==> src/rtl/cps_pkg.sv <==
`timescale 1ns/1ps
package cps_pkg;
    localparam int DAC_W = 20;
    localparam int SUM_W = DAC_W + 2;

    typedef logic signed [DAC_W-1:0] setpt_t;
    typedef logic signed [SUM_W-1:0] sum_t;

    typedef struct packed {
        logic   clip;
        setpt_t val;
    } sat_t;

    localparam logic [DAC_W-1:0] MID_CODE = {1'b1, {(DAC_W-1){1'b0}}};
    localparam sum_t SUM_MAX = {{(SUM_W-DAC_W+1){1'b0}}, {(DAC_W-1){1'b1}}};
    localparam sum_t SUM_MIN = {{(SUM_W-DAC_W+1){1'b1}}, {(DAC_W-1){1'b0}}};

    function automatic sat_t saturate(sum_t s);
        sat_t r;
        if (s > SUM_MAX) begin
            r.clip = 1'b1;
            r.val  = {1'b0, {(DAC_W-1){1'b1}}};
        end else if (s < SUM_MIN) begin
            r.clip = 1'b1;
            r.val  = {1'b1, {(DAC_W-1){1'b0}}};
        end else begin
            r.clip = 1'b0;
            r.val  = s[DAC_W-1:0];
        end
        return r;
    endfunction

    function automatic logic [DAC_W-1:0] to_offset(setpt_t v);
        return {~v[DAC_W-1], v[DAC_W-2:0]};
    endfunction
endpackage

==> src/rtl/cps_fast_stage.sv <==
`timescale 1ns/1ps
module cps_fast_stage
    import cps_pkg::*;
#(
    parameter int NCH = 8,
    localparam int CHW = $clog2(NCH)
) (
    input  logic           clk,
    input  logic           rst,
    input  logic           wr_i,
    input  logic [CHW-1:0] ch_i,
    input  setpt_t         data_i,
    input  logic           strobe_i,
    output setpt_t         act_o [NCH]
);
    setpt_t stage_q [NCH];
    setpt_t act_q   [NCH];

    always_ff @(posedge clk) begin
        if (rst) begin
            for (int i = 0; i < NCH; i++) begin
                stage_q[i] <= '0;
                act_q[i]   <= '0;
            end
        end else begin
            if (strobe_i) begin
                for (int i = 0; i < NCH; i++) act_q[i] <= stage_q[i];
            end
            if (wr_i) stage_q[ch_i] <= data_i;
        end
    end

    for (genvar c = 0; c < NCH; c++) begin : g_out
        assign act_o[c] = act_q[c];

        AST_FAST_HOLD: assert property (@(posedge clk) disable iff (rst)
            !strobe_i |=> $stable(act_q[c]));
        AST_FAST_APPLY: assert property (@(posedge clk) disable iff (rst)
            strobe_i |=> act_q[c] == $past(stage_q[c]));
    end
endmodule

==> src/rtl/cps_wave_chan.sv <==
`timescale 1ns/1ps
module cps_wave_chan
    import cps_pkg::*;
#(
    parameter int DEPTH = 16,
    localparam int IW = $clog2(DEPTH)
) (
    input  logic          clk,
    input  logic          rst,
    input  logic          en_i,
    input  logic          trig_i,
    input  logic          strobe_i,
    input  logic          we_i,
    input  logic [IW-1:0] idx_i,
    input  setpt_t        wdata_i,
    output setpt_t        wave_o
);
    localparam logic [IW-1:0] LAST = IW'(DEPTH - 1);

    setpt_t        mem_q [DEPTH];
    logic [IW-1:0] ptr_q;
    logic          run_q;

    always_ff @(posedge clk) begin
        if (we_i) mem_q[idx_i] <= wdata_i;
    end

    always_ff @(posedge clk) begin
        if (rst || !en_i) begin
            ptr_q <= '0;
            run_q <= 1'b0;
        end else if (trig_i) begin
            ptr_q <= '0;
            run_q <= 1'b1;
        end else if (strobe_i && run_q) begin
            if (ptr_q == LAST) begin
                ptr_q <= '0;
                run_q <= 1'b0;
            end else begin
                ptr_q <= ptr_q + 1'b1;
            end
        end
    end

    assign wave_o = run_q ? mem_q[ptr_q] : '0;

    AST_PTR_HELD: assert property (@(posedge clk) disable iff (rst)
        !en_i |=> (ptr_q == '0) && !run_q);
    AST_TRIG_START: assert property (@(posedge clk) disable iff (rst)
        (en_i && trig_i) |=> run_q && (ptr_q == '0));
    AST_IDLE_ZERO: assert property (@(posedge clk) disable iff (rst)
        !run_q |-> wave_o == '0);
endmodule

==> src/rtl/cps_sum_chan.sv <==
`timescale 1ns/1ps
module cps_sum_chan
    import cps_pkg::*;
(
    input  logic             clk,
    input  logic             rst,
    input  logic             en_i,
    input  setpt_t           slow_i,
    input  setpt_t           fb_i,
    input  setpt_t           cp_i,
    input  setpt_t           wave_i,
    input  logic             clr_i,
    output logic [DAC_W-1:0] code_o,
    output logic             ovf_o
);
    sum_t total;
    sat_t sat;

    assign total = sum_t'(slow_i) + sum_t'(fb_i) + sum_t'(cp_i) + sum_t'(wave_i);
    assign sat   = saturate(total);

    always_ff @(posedge clk) begin
        if (rst) begin
            code_o <= MID_CODE;
            ovf_o  <= 1'b0;
        end else begin
            code_o <= en_i ? to_offset(sat.val) : MID_CODE;
            ovf_o  <= (en_i && sat.clip) || (ovf_o && !clr_i);
        end
    end

    AST_DISABLED_MID: assert property (@(posedge clk) disable iff (rst)
        !en_i |=> code_o == MID_CODE);
    AST_NO_OVERFLOW: assert property (@(posedge clk) disable iff (rst)
        (ovf_o && !clr_i) |=> ovf_o);
    AST_DISABLED_NO_SET: assert property (@(posedge clk) disable iff (rst)
        (!en_i && !ovf_o) |=> !ovf_o);
endmodule

==> src/rtl/cps_setpoint_gen.sv <==
`timescale 1ns/1ps
module cps_setpoint_gen
    import cps_pkg::*;
#(
    parameter int NCH    = 8,
    parameter int WDEPTH = 16,
    parameter int AW     = 8,
    localparam int CHW   = $clog2(NCH),
    localparam int IW    = $clog2(WDEPTH)
) (
    input  logic                 clk,
    input  logic                 rst,
    input  logic                 reg_wr,
    input  logic [AW-1:0]        reg_addr,
    input  logic [31:0]          reg_wdata,
    output logic [31:0]          reg_rdata,
    input  logic                 fb_wr,
    input  logic [CHW-1:0]       fb_ch,
    input  logic [DAC_W-1:0]     fb_data,
    input  logic                 cp_wr,
    input  logic [CHW-1:0]       cp_ch,
    input  logic [DAC_W-1:0]     cp_data,
    input  logic                 upd_strobe,
    input  logic                 wave_trig,
    output logic [NCH*DAC_W-1:0] dac_code,
    output logic                 pkt_pulse
);
    localparam logic [AW-1:0] A_EN  = AW'(NCH);
    localparam logic [AW-1:0] A_HB  = AW'(NCH + 1);
    localparam logic [AW-1:0] A_OVF = AW'(NCH + 2);

    setpt_t           slow_q [NCH];
    logic [NCH-1:0]   en_q;
    logic [31:0]      hb_q;
    logic [NCH-1:0]   ovf_flags;
    logic [NCH-1:0]   ovf_clr;
    setpt_t           fb_act [NCH];
    setpt_t           cp_act [NCH];

    logic             ctl_wr, wave_wr;
    logic [CHW-1:0]   wave_ch;
    logic [IW-1:0]    wave_idx;

    assign ctl_wr   = reg_wr && !reg_addr[AW-1];
    assign wave_wr  = reg_wr &&  reg_addr[AW-1];
    assign wave_ch  = reg_addr[IW +: CHW];
    assign wave_idx = reg_addr[IW-1:0];
    assign ovf_clr  = (ctl_wr && reg_addr == A_OVF) ? reg_wdata[NCH-1:0] : '0;

    always_ff @(posedge clk) begin
        if (rst) begin
            for (int i = 0; i < NCH; i++) slow_q[i] <= '0;
            en_q      <= '1;
            hb_q      <= '0;
            pkt_pulse <= 1'b0;
        end else begin
            if (ctl_wr && reg_addr < A_EN) slow_q[reg_addr[CHW-1:0]] <= reg_wdata[DAC_W-1:0];
            if (ctl_wr && reg_addr == A_EN) en_q <= reg_wdata[NCH-1:0];
            if (upd_strobe) hb_q <= hb_q + 32'd1;
            pkt_pulse <= fb_wr || cp_wr;
        end
    end

    always_comb begin
        unique case (reg_addr)
            A_EN:    reg_rdata = 32'(en_q);
            A_HB:    reg_rdata = hb_q;
            A_OVF:   reg_rdata = 32'(ovf_flags);
            default: reg_rdata = '0;
        endcase
    end

    cps_fast_stage #(.NCH(NCH)) u_fb (
        .clk, .rst, .wr_i(fb_wr), .ch_i(fb_ch), .data_i(setpt_t'(fb_data)),
        .strobe_i(upd_strobe), .act_o(fb_act)
    );

    cps_fast_stage #(.NCH(NCH)) u_cp (
        .clk, .rst, .wr_i(cp_wr), .ch_i(cp_ch), .data_i(setpt_t'(cp_data)),
        .strobe_i(upd_strobe), .act_o(cp_act)
    );

    for (genvar c = 0; c < NCH; c++) begin : g_ch
        setpt_t           wave_v;
        logic [DAC_W-1:0] code_v;
        logic             ovf_v;

        cps_wave_chan #(.DEPTH(WDEPTH)) u_wave (
            .clk, .rst, .en_i(en_q[c]), .trig_i(wave_trig), .strobe_i(upd_strobe),
            .we_i(wave_wr && wave_ch == CHW'(c)), .idx_i(wave_idx),
            .wdata_i(setpt_t'(reg_wdata[DAC_W-1:0])), .wave_o(wave_v)
        );

        cps_sum_chan u_sum (
            .clk, .rst, .en_i(en_q[c]), .slow_i(slow_q[c]), .fb_i(fb_act[c]),
            .cp_i(cp_act[c]), .wave_i(wave_v), .clr_i(ovf_clr[c]),
            .code_o(code_v), .ovf_o(ovf_v)
        );

        assign dac_code[c*DAC_W +: DAC_W] = code_v;
        assign ovf_flags[c] = ovf_v;
    end

    AST_HB_STEP: assert property (@(posedge clk) disable iff (rst)
        upd_strobe |=> hb_q == $past(hb_q) + 32'd1);
    AST_HB_HOLD: assert property (@(posedge clk) disable iff (rst)
        !upd_strobe |=> $stable(hb_q));
    AST_PKT_PULSE: assert property (@(posedge clk) disable iff (rst)
        (fb_wr || cp_wr) |=> pkt_pulse);
    AST_PKT_QUIET: assert property (@(posedge clk) disable iff (rst)
        !(fb_wr || cp_wr) |=> !pkt_pulse);
endmodule

==> config.mk <==
export PLATFORM = sky130hd
export DESIGN_NAME = cps_setpoint_gen
export DESIGN_NICKNAME = d
export VERILOG_FILES = /design/src/rtl/cps_pkg.sv /design/src/rtl/cps_fast_stage.sv /design/src/rtl/cps_wave_chan.sv /design/src/rtl/cps_sum_chan.sv /design/src/rtl/cps_setpoint_gen.sv
export SDC_FILE = /design/constraint.sdc
export NUM_CORES = 2
export LEC_CHECK = 0
export ABC_AREA = 1
export BUFFER_PORTS_ARGS = -buffer_cell sky130_fd_sc_hd__buf_2
export CAP_MARGIN = 20
export CORE_MARGIN = 4
export CORE_UTILIZATION = 25
export DETAILED_ROUTE_END_ITERATION = 10
export SLEW_MARGIN = 5
export SYNTH_ARGS = -nofsm -noshare
export SYNTH_HDL_FRONTEND = slang
export SYNTH_SLANG_ARGS = --single-unit
==> constraint.sdc <==
create_clock -name clk -period 7.68 [get_ports clk]
set_clock_uncertainty 0.2 [all_clocks]
set_input_delay 0.384 -clock clk [delete_from_list [all_inputs] [get_ports clk]]
set_output_delay 0.384 -clock clk [all_outputs]
set_load 0.1 [all_outputs]
# After elaboration in Yosys (flattened, before gate mapping)
# Memories as Yosys holds them, arrays and structs flattened. A register that Yosys moved wholly into a read port is not among the register bits.
# Cells that the tools add are included.
word_totals:
  romBits: 0
  latch_bits: 0
  ramBits: 3360
  word_cells: 392
  mem_count: 13
  regBits: 249
  output_inout_bits: 193
mem_list:
  columns: ["memory", "words", "word_bits", "read_ports", "rd_ports_with_merged_regs", "wr", "line", "source"]
  rows:
  - ["g_ch[0].u_wave.mem_q", 16, 20, 1, 1, 1, "cps_wave_chan.sv:20", "setpt_t mem_q [DEPTH];"]
  - ["g_ch[1].u_wave.mem_q", 16, 20, 1, 1, 1, "cps_wave_chan.sv:20", null]
  - ["g_ch[2].u_wave.mem_q", 16, 20, 1, 1, 1, "cps_wave_chan.sv:20", null]
  - ["g_ch[3].u_wave.mem_q", 16, 20, 1, 1, 1, "cps_wave_chan.sv:20", null]
  - ["g_ch[4].u_wave.mem_q", 16, 20, 1, 1, 1, "cps_wave_chan.sv:20", null]
  - ["g_ch[5].u_wave.mem_q", 16, 20, 1, 1, 1, "cps_wave_chan.sv:20", null]
  - ["+7 memories", null, null, null, null, null, null, null]
op_classes:
  n_reduce_logical: 115
  n_eq_ne: 18
  mux: 129
  n_shift: 0
  order_cmp: 17
  div_mod_pow: 0
  n_addsub: 33
  bitwise_logic: 32
  mul: 0
op_table:
  columns: ["cell", "n"]
  rows:
  - ["2-to-1 mux 20 bit", 27]
  - ["2-to-1 mux 21 bit", 16]
  - ["adder 21 x 20 -> 22 bit", 8]
  - ["adder 22 x 20 -> 22 bit", 8]
  - ["greater-than comparator 22 x 20 -> 1 bit, second input constant", 8]
  - ["less-than comparator 22 x 20 -> 1 bit, second input constant", 8]
  - ["adder 20 x 20 -> 21 bit", 8]
  - ["2-to-1 mux 4 bit", 24]
  - ["case mux 32 bit (3 select lines)", 1]
  - ["OR reduction 20 bit", 3]
  - ["2-to-1 mux 1 bit", 57]
  - ["logical AND 1 bit", 37]
  - ["adder 32 x 1 -> 32 bit, second input constant", 1]
  - ["adder 4 x 1 -> 4 bit, second input constant", 8]
  - ["equality test 4 bit, second input constant", 8]
  - ["nonzero test 2 bit", 16]
  - ["OR reduction 2 bit", 16]
  - ["equality test 8 x 4 -> 1 bit, second input constant", 3]
  - ["zero test 1 bit", 17]
  - ["logical OR 1 bit", 17]
  - ["NOT 1 bit", 16]
  - ["bitwise OR 1 bit", 16]
  - ["AND reduction 2 bit", 8]
  - ["equality test 3 bit, second input constant", 4]
  - ["other kinds (6)", 9]

# Logic depth before layout (Yosys ltp)
logic_depth:
  depth_word: 8
  ltp_mapped: 29

# Modules after synthesis
# A second synthesis with hierarchy kept.
hier_totals:
  cells_unflattened: 16801
  hier_area_um2: 170618.6
by_module_without_submodules:
  columns: ["mod", "instances", "cells_per_inst", "area_each_um2"]
  rows:
  - ["cps_wave_chan at g_ch[1].u_wave ...", 7, 1315, 13920.9]
  - ["cps_fast_stage", 2, 895, 12340.6]
  - ["cps_wave_chan at g_ch[0].u_wave", 1, 1315, 13923.4]
  - ["cps_sum_chan at g_ch[3].u_sum ...", 4, 463, 3253.1]
  - ["cps_setpoint_gen", 1, 802, 8346.8]
  - ["cps_sum_chan at g_ch[1].u_sum ...", 2, 459, 3290.7]
  - ["cps_sum_chan at g_ch[0].u_sum", 1, 460, 3344.5]
  - ["cps_sum_chan at g_ch[7].u_sum", 1, 459, 3283.1]

# Worst setup path after synthesis
# No wires, ideal clock.
synth_timing:
  kind: "input to register"
  startpoint: "input upd_strobe"
  endpoint: "memory u_cp.act_q[0][0] in the netlist's numbering, enable pin"
  stages: 4
  t_required_ps: 6809
  setup_time_ps: 671
  n_path_buf: 2
  arrival_ps: 7010
  setup_slack_ps: -201
  path_cell_list: "buf_2 buf_2 nor2_1 inv_1"
synth_lines:
  columns: ["element", "line", "source"]
  rows:
  - ["start, declared", "cps_setpoint_gen.sv:23", "input logic upd_strobe,"]
  - ["end, declared", "cps_fast_stage.sv:17", "setpt_t act_q [NCH];"]

==> summary.md <==
| Metric | Value |
|---|---|
| R2R Setup Slk | 1.54 ns |
| CTS Sinks | 3641 |
| Area of the mapped netlist | 0.159 mm2 |
| Setup TNS Final | 0 ns |
| CTS tree | built |
| Site Rows | 292 |
| Worst reg-to-reg path cell count | 20 |
| Net Sw Frac | 0.318 |
| Global route total overflow | 0 |
| Die ar. | 0.648 mm2 |
| Root buffer cell | clkbuf_16 |
| Sequential area share after synthesis | 0.671 |
| Part of the power in registers | 0.446 |
| Complex-gate fraction of the synthesized area | 0.0937 |
| Commonest cells after routing, fill and taps aside | 3360 x edfxtp_1, 2327 x nor2_1, 1611 x inv_1, 1351 x nand2_1, 1341 x o21ai_0 |
| Nets | 14600 |
| Initial Utilization | 0.251 |
| Antenna Nets Post-Route | 0 |
| First-pass GRT wire length | 723000 um |
| Multi-input combinational cell area | 0.0435 mm2 |
| Worst Tran Pin Value | 1.28 ns |
| Number of global-route vias before repair | 100000 |
| CTS Buf Count | 368 |
| Later-pin clock latency in the skew report | 1.02 ns |
| Layout cells sized above 1 | 0.105 |
| Pwr Density | 279 mW/mm2 |
| Largest family of logic cells by synthesized area | simple AND/OR/NAND/NOR gates |
| Hold path depth | 4 |
| Tightest Hold Check Type | primary input to flip-flop |
| Final Cycle Share | 0.800 |
| Total Power Consumption | 0.0515 W |
| Initial antenna violation count | 79 |
| Die H | 805 um |
| Relative slew margins | 0.145 |
| Peak supply drop | 373 uV |
| CP Max Fanout | 45 |
| Largest net degree at the start of global routing | 161 |
| Cells after Synth | 13500 |
| Unrepaired setup endpoints after global routing | no |
| Slew Viols, Final | 0 |
| Worst R2R End | g_ch[1].u_sum.code_o[0]$_SDFF_PP0_ |
| Core area | 0.633 mm2 |
| CP Capture Point | g_ch[1].u_sum.code_o[0]$_SDFF_PP0_ |
| Max-capacitance violation count | 0 |
| DR pass1 iterations | 8 |
| Leakage Power | 67.8 nW |
| Width of the chip | 805 um |
| P_sw | 0.0164 W |
| Critical Path End Type | flip-flop |
| Run status | complete, no violations |
| Clock Path Buffers | 4 |
| Mux contribution to synthesized area | 0 |
| CP Data Required Time | 8.44 ns |
| Post-Syn Nets | 14100 |
| Syn avg cell area | 11.7 um2 |
| Fin crit period | 6.14 ns |
| Area growth from synthesis to layout | 16.2% |
| Number of I/O pins | 286 |
| Endpoints failing setup | 0 |
| CP arrival | 6.90 ns |
| Part of the power in the clock network | 0.358 |
| # port buffers | 273 |
| Aggregate routed wire length | 514000 um |
| Adder-Cell Fraction of Synth Area | 0.0553 |
| Yosys reg bits | 3641 |
| Total setup buffers inserted after CTS | 0 |
| Initial DRC Count | 13600 |
| Setup Crit Path Kind | flip-flop to flip-flop |
| Mean number of vias per cell | 4.71 |
| RePlAce Congestion | 0.917 |
| Gate power share | 0.196 |
| Simple-gate share of the synthesized area | 0.116 |
| Reg area | 0.107 mm2 |
| Synth Warn # | 0 |
| DR WL/cell | 22.6 um |
| Max Fclk | 163 MHz |
| DRC | 0 |
| Clock Pin Slew Worst Setup and Hold Paths | 0.06 ns |
| Most common cell after layout, fill and taps aside | edfxtp_1 |
| Synth Area in XOR/XNOR | 0.00657 |
| Tot GR Track Use | 0.152 |
| Worst Setup Start Kind | flip-flop |
| Library cells used by synthesis | 49 |
| Number of fillers in the final layout | 64300 |
| Dpl hpwl | 328000 um |
| Htree depth | 5 |
| Hold Violations, Final | 0 |
| Pint | 0.0351 W |
| Via count | 107000 |
## power by group through the flow
stage	clock, W	combinational (W)	sequential, W
global route	0.0195	0.0109	0.0230
floorplan	0	0.00443	0.0257
global placement	0	0.0100	0.0234
finish	0.0184	0.0101	0.0230
detailed placement	0	0.0100	0.0234
CTS	0.0187	0.0101	0.0230
## registers in the layout (all words and copies together), names as in the netlist, named ones only
| register | count |
|---|---|
| en_q | 8 |
| g_ch.u_sum.code_o | 160 |
| g_ch.u_sum.ovf_o | 8 |
| g_ch.u_wave.mem_q | 2560 |
| g_ch.u_wave.ptr_q | 32 |
| g_ch.u_wave.run_q | 8 |
| hb_q | 32 |
| pkt_pulse | 1 |
| slow_q | 160 |
| u_cp.act_q | 160 |
| u_cp.stage_q | 160 |
| u_fb.act_q | 160 |
| u_fb.stage_q | 160 |
## metrics by stage
step	cell area, um2	hold WS, ns	cells	utilization	worst slack (ns)
finish	184000	0.0515	22700	0.291	1.54
global route	184000	0.0368	22700	0.291	1.31
global placement	171000	0.256	21900	0.270	1.67
CTS	184000	0.00912	22600	0.291	1.63
floorplan	159000	0.246	13500	-	1.33
detailed placement	171000	0.262	21900	0.270	1.67
## cell type report
type | instances | area share
timing repair buffer | 708 | 0.0280
antenna | 46 | 0.000624
clock buffer | 465 | 0.0531
clock inverter | 216 | 0.0135
tap | 8379 | 0.0569
sequential | 3641 | 0.578
inverter | 1658 | 0.0339
multi-input combinational | 7581 | 0.236
## worst max-delay path, cell delays in order, from the launching register on
cell	delay (ns)
dfxtp_2	0.80
clkinv_2	0.83
buf_4	0.55
o21ai_0	0.13
o221ai_1	0.26
o211ai_1	0.36
nand2_1	0.11
nand2_1	0.16
fa_1	0.45
fa_1	0.49
inv_1	0.04
ha_1	0.35
a21oi_1	0.25
o21ai_0	0.11
a21oi_1	0.23
nand3_1	0.13
nand2_1	0.09
nand2_2	0.08
nand2_4	0.17
nand2_1	0.11
nor2_1	0.12
## what timing repair did
| item | 4_1_cts | 5_1_grt |
|---|---|---|
| hold buffers | 83 | 0 |
| gates resized for setup | 0 | 0 |
| hold endpoints to repair | 1510 | 0 |
## Yosys cell counts (all sizes together)
| cell type | instances | area (um2) |
|---|---|---|
| edfxtp | 3360 | 101000 |
| nor2 | 2481 | 9370 |
| inv | 1645 | 6170 |
| nand2 | 1417 | 5510 |
| o21ai | 1347 | 6750 |
| clkbuf | 487 | 1830 |
| o221ai | 451 | 3950 |
| nand3 | 433 | 2350 |
| fa | 328 | 6570 |
| dfxtp | 281 | 5630 |
| a21oi | 213 | 1070 |
| o211ai | 208 | 1560 |
| o22ai | 197 | 1230 |
| buf | 181 | 1050 |
| ha | 177 | 2210 |
| nand4 | 73 | 457 |
| xor2 | 72 | 631 |
| nor3 | 55 | 372 |
| xnor2 | 47 | 412 |
| o21bai | 26 | 195 |
| nand3b | 16 | 195 |
| clkinv | 13 | 48.8 |
| and2 | 12 | 81.3 |
| a21boi | 8 | 60.1 |
| nor4 | 8 | 65.1 |
| a31oi | 6 | 37.5 |
| or2 | 3 | 18.8 |
| nor3b | 2 | 15.0 |
| a221oi | 1 | 8.76 |
## worst min path at each step
stage                         startpoint                                 to  slack [ns]
floorplan           en_q[0]$_SDFFE_PP1P_               en_q[0]$_SDFFE_PP1P_        0.25
global placement    en_q[7]$_SDFFE_PP1P_               en_q[7]$_SDFFE_PP1P_        0.26
detailed placement  en_q[7]$_SDFFE_PP1P_               en_q[7]$_SDFFE_PP1P_        0.26
CTS                           fb_data[5]   u_fb.stage_q[6][5]$_SDFFCE_PN0P_       0.009
global route                  fb_data[5]   u_fb.stage_q[7][5]$_SDFFCE_PN0P_        0.04
finish                       cp_data[10]  u_cp.stage_q[1][10]$_SDFFCE_PN0P_        0.05
## kinds of logic after synthesis
family,count (synthesis)
xor+xnor,119
buf+inv,2326
simple gates,4500
compound gates,2457
fa+ha+maj,505
flops,3641
## layer usage
layer | track usage | up-vias | share of wire
met5 | 0 | - | 0.00056
met4 | 0.0611 | 42 | 0.045
met3 | 0.0362 | 850 | 0.11
met2 | 0.234 | 4916 | 0.44
met1 | 0.206 | 53300 | 0.41
li1 | - | 47800 | -
No activity file was read; power rests on OpenSTA's default activity.
